### src/rtl/irq_regif_pkg.sv
// Package: shared types and bit positions for the interrupt register port.
// Assumes byte-wide data; the bit positions below are the command encoding.
package irq_regif_pkg;

    typedef enum logic [1:0] {
        STEP_RUN  = 2'd0,
        STEP_BASE = 2'd1,
        STEP_CASC = 2'd2,
        STEP_MODE = 2'd3
    } init_step_e;

    localparam int BIT_START   = 4;   // start word marker (address 0)
    localparam int BIT_MODECMD = 3;   // mode command marker (address 0, start clear)
    localparam int BIT_WANT4   = 0;   // start word: fourth word follows
    localparam int BIT_POLL    = 2;   // mode command: arm poll
    localparam int BIT_RSEL_EN = 1;   // mode command: read select valid
    localparam int BIT_RSEL    = 0;   // mode command: read in-service
    localparam int BIT_SMM_EN  = 6;   // mode command: special mask valid
    localparam int BIT_SMM     = 5;   // mode command: special mask value
    localparam int BIT_NESTED  = 4;   // fourth word: fully nested
    localparam int BIT_AEOI    = 1;   // fourth word: automatic EOI
    localparam int BASE_LSB    = 3;   // vector base low boundary

endpackage

### src/rtl/irq_init_seq.sv
// Module: configuration word sequencer.
// Tracks the start / base / cascade / optional mode words and holds the
// vector base and the nesting and auto-EOI flags. Assumes writes are
// single-cycle strobes already split by address.
module irq_init_seq
    import irq_regif_pkg::*;
#(
    parameter int DATA_W = 8
) (
    input  logic              clk,
    input  logic              rst_n,
    input  logic              wr_ctl,
    input  logic              wr_cfg,
    input  logic [DATA_W-1:0] wr_data,
    output logic              init_start,
    output logic              run_mode,
    output logic [DATA_W-1:0] vec_base,
    output logic              fully_nested,
    output logic              auto_eoi
);

    localparam int BASE_W = DATA_W - BASE_LSB;

    init_step_e step_q;
    logic       want4_q;
    logic [BASE_W-1:0] base_q;
    logic       nested_q;
    logic       aeoi_q;

    assign init_start = wr_ctl && wr_data[BIT_START];
    assign run_mode   = (step_q == STEP_RUN);
    assign vec_base   = {base_q, {BASE_LSB{1'b0}}};
    assign fully_nested = nested_q;
    assign auto_eoi     = aeoi_q;

    // Step register and fourth-word flag.
    always_ff @(posedge clk) begin
        if (!rst_n) begin
            step_q  <= STEP_RUN;
            want4_q <= 1'b0;
        end else if (init_start) begin
            step_q  <= STEP_BASE;
            want4_q <= wr_data[BIT_WANT4];
        end else if (wr_cfg) begin
            case (step_q)
                STEP_BASE: step_q <= STEP_CASC;
                STEP_CASC: step_q <= want4_q ? STEP_MODE : STEP_RUN;
                STEP_MODE: step_q <= STEP_RUN;
                default:   step_q <= STEP_RUN;
            endcase
        end
    end

    // Vector base captured from the first data-address word.
    always_ff @(posedge clk) begin
        if (!rst_n) begin
            base_q <= '0;
        end else if (wr_cfg && !init_start && step_q == STEP_BASE) begin
            base_q <= wr_data[DATA_W-1:BASE_LSB];
        end
    end

    // Mode flags: cleared by a start word without a fourth word, set by it.
    always_ff @(posedge clk) begin
        if (!rst_n) begin
            nested_q <= 1'b0;
            aeoi_q   <= 1'b0;
        end else if (init_start) begin
            if (!wr_data[BIT_WANT4]) begin
                nested_q <= 1'b0;
                aeoi_q   <= 1'b0;
            end
        end else if (wr_cfg && step_q == STEP_MODE) begin
            nested_q <= wr_data[BIT_NESTED];
            aeoi_q   <= wr_data[BIT_AEOI];
        end
    end

endmodule

### src/rtl/irq_cmd_dec.sv
// Module: command decoder.
// Holds the mask, read select, special mask and poll arm; forwards
// operation commands. Assumes init_start and run_mode come from the
// sequencer in the same cycle as the write.
module irq_cmd_dec
    import irq_regif_pkg::*;
#(
    parameter int DATA_W = 8
) (
    input  logic              clk,
    input  logic              rst_n,
    input  logic              wr_ctl,
    input  logic              wr_cfg,
    input  logic [DATA_W-1:0] wr_data,
    input  logic              init_start,
    input  logic              run_mode,
    input  logic              poll_taken,
    output logic [DATA_W-1:0] mask,
    output logic              rd_isr_sel,
    output logic              spec_mask,
    output logic              poll_armed,
    output logic              init_stb,
    output logic              ocw_stb,
    output logic [DATA_W-1:0] ocw_data
);

    logic mode_cmd;
    logic op_cmd;

    assign mode_cmd = wr_ctl && !wr_data[BIT_START] && wr_data[BIT_MODECMD];
    assign op_cmd   = wr_ctl && !wr_data[BIT_START] && !wr_data[BIT_MODECMD];

    // Mask register: cleared by a start word, loaded in run mode.
    always_ff @(posedge clk) begin
        if (!rst_n) begin
            mask <= '0;
        end else if (init_start) begin
            mask <= '0;
        end else if (wr_cfg && run_mode) begin
            mask <= wr_data;
        end
    end

    // Read select and special mask flags.
    always_ff @(posedge clk) begin
        if (!rst_n || init_start) begin
            rd_isr_sel <= 1'b0;
            spec_mask  <= 1'b0;
        end else if (mode_cmd) begin
            if (wr_data[BIT_RSEL_EN]) rd_isr_sel <= wr_data[BIT_RSEL];
            if (wr_data[BIT_SMM_EN])  spec_mask  <= wr_data[BIT_SMM];
        end
    end

    // One-shot poll arm: set by a mode command, dropped by a poll read.
    always_ff @(posedge clk) begin
        if (!rst_n) begin
            poll_armed <= 1'b0;
        end else if (mode_cmd && wr_data[BIT_POLL]) begin
            poll_armed <= 1'b1;
        end else if (poll_taken) begin
            poll_armed <= 1'b0;
        end
    end

    // Strobes toward the priority block.
    always_ff @(posedge clk) begin
        if (!rst_n) begin
            init_stb <= 1'b0;
            ocw_stb  <= 1'b0;
            ocw_data <= '0;
        end else begin
            init_stb <= init_start;
            ocw_stb  <= op_cmd;
            if (op_cmd) ocw_data <= wr_data;
        end
    end

endmodule

### src/rtl/irq_rd_path.sv
// Module: read data path.
// Registers register reads and poll results; raises the poll acknowledge.
// Assumes the resolver inputs are stable in the cycle of the read strobe.
module irq_rd_path #(
    parameter int DATA_W    = 8,
    parameter int NUM_LINES = 8
) (
    input  logic                         clk,
    input  logic                         rst_n,
    input  logic                         rd_en,
    input  logic                         addr,
    input  logic                         poll_armed,
    input  logic                         rd_isr_sel,
    input  logic [NUM_LINES-1:0]         pend,
    input  logic [NUM_LINES-1:0]         insvc,
    input  logic [DATA_W-1:0]            mask,
    input  logic                         win_valid,
    input  logic [$clog2(NUM_LINES)-1:0] win_line,
    output logic                         poll_taken,
    output logic                         poll_clr,
    output logic [$clog2(NUM_LINES)-1:0] poll_line,
    output logic [DATA_W-1:0]            rd_data
);

    localparam int LINE_W = $clog2(NUM_LINES);
    localparam logic [LINE_W-1:0] NO_WIN = LINE_W'(NUM_LINES - 1);

    logic [LINE_W-1:0] poll_val;
    logic [DATA_W-1:0] reg_val;

    assign poll_taken = rd_en && poll_armed;
    assign poll_val   = win_valid ? win_line : NO_WIN;

    // Plain register selection.
    always_comb begin
        if (addr)            reg_val = mask;
        else if (rd_isr_sel) reg_val = DATA_W'(insvc);
        else                 reg_val = DATA_W'(pend);
    end

    // Read data and poll acknowledge registers.
    always_ff @(posedge clk) begin
        if (!rst_n) begin
            rd_data   <= '0;
            poll_clr  <= 1'b0;
            poll_line <= '0;
        end else begin
            poll_clr <= poll_taken && win_valid;
            if (poll_taken && win_valid) poll_line <= win_line;
            if (poll_taken)              rd_data <= DATA_W'(poll_val);
            else if (rd_en)              rd_data <= reg_val;
        end
    end

endmodule

### src/rtl/irq_regif.sv
// Module: register port top for an eight-line interrupt controller.
// Splits writes by address and joins sequencer, decoder and read path.
// Assumes read and write strobes are one cycle wide and not concurrent.
module irq_regif #(
    parameter int DATA_W    = 8,
    parameter int NUM_LINES = 8
) (
    input  logic                         clk,
    input  logic                         rst_n,
    input  logic                         addr_i,
    input  logic                         wr_en_i,
    input  logic [DATA_W-1:0]            wr_data_i,
    input  logic                         rd_en_i,
    input  logic [NUM_LINES-1:0]         pend_i,
    input  logic [NUM_LINES-1:0]         insvc_i,
    input  logic                         win_valid_i,
    input  logic [$clog2(NUM_LINES)-1:0] win_line_i,
    output logic [DATA_W-1:0]            vec_base_o,
    output logic [DATA_W-1:0]            mask_o,
    output logic                         fully_nested_o,
    output logic                         auto_eoi_o,
    output logic                         spec_mask_o,
    output logic                         init_stb_o,
    output logic                         ocw_stb_o,
    output logic [DATA_W-1:0]            ocw_data_o,
    output logic                         poll_clr_o,
    output logic [$clog2(NUM_LINES)-1:0] poll_line_o,
    output logic [DATA_W-1:0]            rd_data_o
);

    logic wr_ctl;
    logic wr_cfg;
    logic init_start;
    logic run_mode;
    logic rd_isr_sel;
    logic poll_armed;
    logic poll_taken;

    assign wr_ctl = wr_en_i && !addr_i;
    assign wr_cfg = wr_en_i && addr_i;

    irq_init_seq #(.DATA_W(DATA_W)) u_seq (
        .clk          (clk),
        .rst_n        (rst_n),
        .wr_ctl       (wr_ctl),
        .wr_cfg       (wr_cfg),
        .wr_data      (wr_data_i),
        .init_start   (init_start),
        .run_mode     (run_mode),
        .vec_base     (vec_base_o),
        .fully_nested (fully_nested_o),
        .auto_eoi     (auto_eoi_o)
    );

    irq_cmd_dec #(.DATA_W(DATA_W)) u_dec (
        .clk        (clk),
        .rst_n      (rst_n),
        .wr_ctl     (wr_ctl),
        .wr_cfg     (wr_cfg),
        .wr_data    (wr_data_i),
        .init_start (init_start),
        .run_mode   (run_mode),
        .poll_taken (poll_taken),
        .mask       (mask_o),
        .rd_isr_sel (rd_isr_sel),
        .spec_mask  (spec_mask_o),
        .poll_armed (poll_armed),
        .init_stb   (init_stb_o),
        .ocw_stb    (ocw_stb_o),
        .ocw_data   (ocw_data_o)
    );

    irq_rd_path #(.DATA_W(DATA_W), .NUM_LINES(NUM_LINES)) u_rd (
        .clk        (clk),
        .rst_n      (rst_n),
        .rd_en      (rd_en_i),
        .addr       (addr_i),
        .poll_armed (poll_armed),
        .rd_isr_sel (rd_isr_sel),
        .pend       (pend_i),
        .insvc      (insvc_i),
        .mask       (mask_o),
        .win_valid  (win_valid_i),
        .win_line   (win_line_i),
        .poll_taken (poll_taken),
        .poll_clr   (poll_clr_o),
        .poll_line  (poll_line_o),
        .rd_data    (rd_data_o)
    );

endmodule

### config.mk
export PLATFORM = sky130hd
export DESIGN_NAME = irq_regif
export DESIGN_NICKNAME = d
export VERILOG_FILES = /design/src/rtl/irq_regif_pkg.sv /design/src/rtl/irq_init_seq.sv /design/src/rtl/irq_cmd_dec.sv /design/src/rtl/irq_rd_path.sv /design/src/rtl/irq_regif.sv
export SDC_FILE = /design/constraint.sdc
export NUM_CORES = 1
export LEC_CHECK = 0
export BUFFER_PORTS_ARGS = -buffer_cell sky130_fd_sc_hd__buf_2
export CAP_MARGIN = 10
export CORE_ASPECT_RATIO = 1.1
export CORE_MARGIN = 2
export CORE_UTILIZATION = 48
export CTS_CLUSTER_DIAMETER = 100
export DETAILED_ROUTE_END_ITERATION = 8
export GPL_ROUTABILITY_DRIVEN = 1
export GPL_TIMING_DRIVEN = 0
export PLACE_DENSITY = 0.79
export SETUP_SLACK_MARGIN = 0.4
export SLEW_MARGIN = 20
export SYNTH_ARGS = -nofsm -noshare
export SYNTH_HDL_FRONTEND = slang
export SYNTH_SLANG_ARGS = --single-unit
### constraint.sdc
create_clock -name clk -period 1.5 [get_ports clk]
set_input_delay 0.15 -clock clk [delete_from_list [all_inputs] [get_ports clk]]
set_output_delay 0.15 -clock clk [all_outputs]
set_load 0.05 [all_outputs]
==> metrics.csv <==
stage,metric,value,unit
outcome,status,"finished, final reports clean",
routing,DRT Pass-1 Iters,4,
synth,Synth Register Bits,43,
synth,Mapped Cells,204,
global_routing,first-pass GRT wire length,7980,um
routing,Detail Route Antenna Nets,0,
timing,"Slew Viols, Final",0,
clock_network,CTS H-tree lvls,2,
clock_network,"Reg clk slew, reported paths",0.08,ns
routing,Via Count,1765,
routing,Avg WL per Cell,14.6,um
global_routing,largest net degree at the start of global routing,14,
finish,share of layout cells above drive strength 1,42.9,%
timing,relative slew slack,66.0,%
die,die area,0.00442,mm2
timing,hold slack,0.103,ns
critical_path,CP Launch Type,register,
synth,"top cells by area, synth","dfxtp_1 (46%), mux2i_1 (11%), nand2_1 (4.8%), nor2_1 (4.4%), a21oi_1 (4.3%)",
synth,Synth Area per Inst,9.19,um2
synth,main combinational cell family by area after synthesis,simple AND/OR/NAND/NOR gates,
timing,Final setup viols,0,
routing,vias per inst,5.13,
synth,mux contribution to synthesized area,13.7,%
timing,min cycle time layout,1.26,ns
timing,setup TNS,0,ns
critical_path,Critical Path AT,1.48,ns
synth,Yosys top cell area share,45.9,%
die,number of core rows,23,
die,I/O pin total,74,
die,Die H,69.5,um
routing,Starting DRT DRC Count,70,
synth,Post-synth EDFFs,0,
place,placed cell areas,0.00233,mm2
finish,filler cell count in the final layout,308,
synth,sequential area share after synthesis,45.9,%
timing,Clock Skew,0.00680,ns
pwr,PwrDens,993,mW/mm2
synth,post-synthesis cell area,0.00187,mm2
global_routing,grt total ovfl,0,
finish,Antenna Cells,0,
finish,nets,330,
global_routing,initial antenna violation count,0,
global_routing,vias in the first global route,1681,
clock_network,# hold bufs at CTS,0,
critical_path,Setup crit end kind,register,
place,gpl congestion,0.810,
place,dpl hpwl,3370,um
critical_path,CP max FO,4,
critical_path,CP Class,register to register,
clock_network,CTS Buffer Depth,2,
synth,Synth cell types,29,
die,core area,0.00368,mm2
synth,Yosys top cell by area,dfxtp_1,
pwr,leakage power,1.31,nW
synth,Post-Synth Simple-Gate Area,22.4,%
finish,Area Overhead vs Synth,43.9,%
clock_network,CTS sink count,43,
critical_path,critical path required time,1.72,ns
clock_network,Clock Tree Root,clkbuf_8,
timing,final worst-path cycle share,83.7,%
place,port bufs,69,
synth,asr flop ratio synth,0,%
synth,Synth Area in Compound Gates,10.6,%
timing,Final Hold Vio Count,0,
timing,RSZ-0062 raised after global routing,true,
die,DIE WIDTH,63.6,um
routing,drt drc,0,
timing,Least-Margin Pin Slew,0.510,ns
finish,final instance area,0.00270,mm2
synth,Post-Synth Adder-Cell Area,2.67,%
global_routing,gr usage total,22.8,%
synth,Yosys Warn Count,0,
timing,Max Freq,796,MHz
job,max cap viols,0,
synth,xor-xnor portion of the synthesized cell area,0,%
routing,total wire length,5020,um
pwr,Peak VDD IR,0.753,mV
synth,commonest register cell after synthesis,dfxtp_1,
die,starting density of the core,50.9,%
clock_network,Worst-Skew Late Latency,0.30,ns
clock_network,CTS tree,yes,
clock_network,cts bufs inserted,5,
min_path,worst hold path type,primary input to register,
-- path summary, 6_finish.rpt --
kind | endpoint | slack (ns) | startpoint | cells after the start
setup / recovery | u_seq.step_q[1] | 0.24 | u_seq.step_q[1] | 5
hold / removal | u_rd.poll_line[2] | 0.10 | win_line_i[2] | 3
setup reg to reg | u_seq.step_q[1] | 0.24 | u_seq.step_q[1] | 5
hold reg to reg | u_dec.ocw_data[2] | 0.46 | u_dec.ocw_data[2] | 2
-- where the power goes --
part | switching, mW | internal [mW]
clock | 0.399 | 0.666
sequential | 0.0188 | 1.17
combinational | 0.274 | 0.150
total | 0.692 | 1.99
-- area by class of cell --
cell class              instances  area [um2]  share of cell area (%)
plain buffers                  14        93.8                    3.48
flip-flops and latches         43         872                    32.3
well taps                      50        62.6                    2.32
inverters                       3        11.3                   0.417
repair buffers                 80         448                    16.6
multi-input cells             146        1080                    39.9
clock inverters                 2        60.1                    2.23
clock buffers                   6        72.6                    2.69
-- Yosys cell counts (all sizes together), types with 2 or more instances --
master	instances
inv	3
nand3	8
o31ai	2
buf	9
nand2b	11
dfxtp	43
clkbuf	5
nand2	24
a21oi	16
nor2b	5
nor2	22
nand3b	2
a2111oi	2
ha	4
a31oi	2
o22ai	2
nand4	3
mux2	5
o211ai	7
or3b	2
mux2i	20
and3	2
-- logic make-up (layout without fill, tap and decap cells) --
| logic type | count (synthesis) | count (layout) |
|---|---|---|
| AOI/OAI and AO/OA | 32 | 32 |
| adders and majority gates | 4 | 4 |
| buffers and inverters | 17 | 105 |
| DFF | 43 | 43 |
| muxes | 25 | 25 |
| other | 1 | 3 |
| and+or+nand+nor | 82 | 82 |
-- registers in the layout (all words and copies together), names as in the netlist, 2 cells and up --
signal and flops:
u_dec.ocw_data 8, u_dec.mask 8, u_rd.rd_data 8, u_seq.base_q 5, u_rd.poll_line 3, u_seq.step_q 2
-- metrics by stage --
step	power, mW	worst slack, ns	std cells	util, %
floorplan	1.47	0.347	206	-
global placement	1.58	0.116	325	63.3
detailed placement	1.59	0.0951	325	63.3
CTS	2.65	0.247	341	69.4
global route	2.78	0.178	344	73.2
finish	2.68	0.244	344	73.2
-- worst max-delay path, cell delays in order (launching register included) --
cell     delay, ns
dfxtp_2       0.35
inv_2         0.06
ha_1          0.20
a21oi_1       0.05
or3b_4        0.39
a21oi_2       0.13
-- cells in the final DEF, fill, tap and decap left out, drive strengths merged, types with 4 or more instances in the layout --
master,synthesis,routed
clkbuf,5,18
buf,9,82
ha,4,4
nand2,24,24
nand3,8,8
dfxtp,43,43
o211ai,7,7
mux2,5,5
mux2i,20,20
nor2b,5,5
nor2,22,22
nand2b,11,11
a21oi,16,16
-- repair_timing --
| action | CTS | global route |
|---|---|---|
| buffers inserted | 7 | 3 |
| endpoints found under the setup margin | 23 | 41 |
| pin swaps | 10 | 11 |
| cloned | 1 | 0 |
| gates resized for setup | 11 | 26 |
-- layer usage --
layer / part of all wire, % / vias to the layer above / GRT usage [%]
li1: - / 876 / -
met1: 39 / 816 / 28.8
met2: 53 / 67 / 38.5
met3: 6.2 / 6 / 5.03
met4: 1.3 / 0 / 7.00
met5: 0 / - / 0
Power figures use the tool's default switching activity.
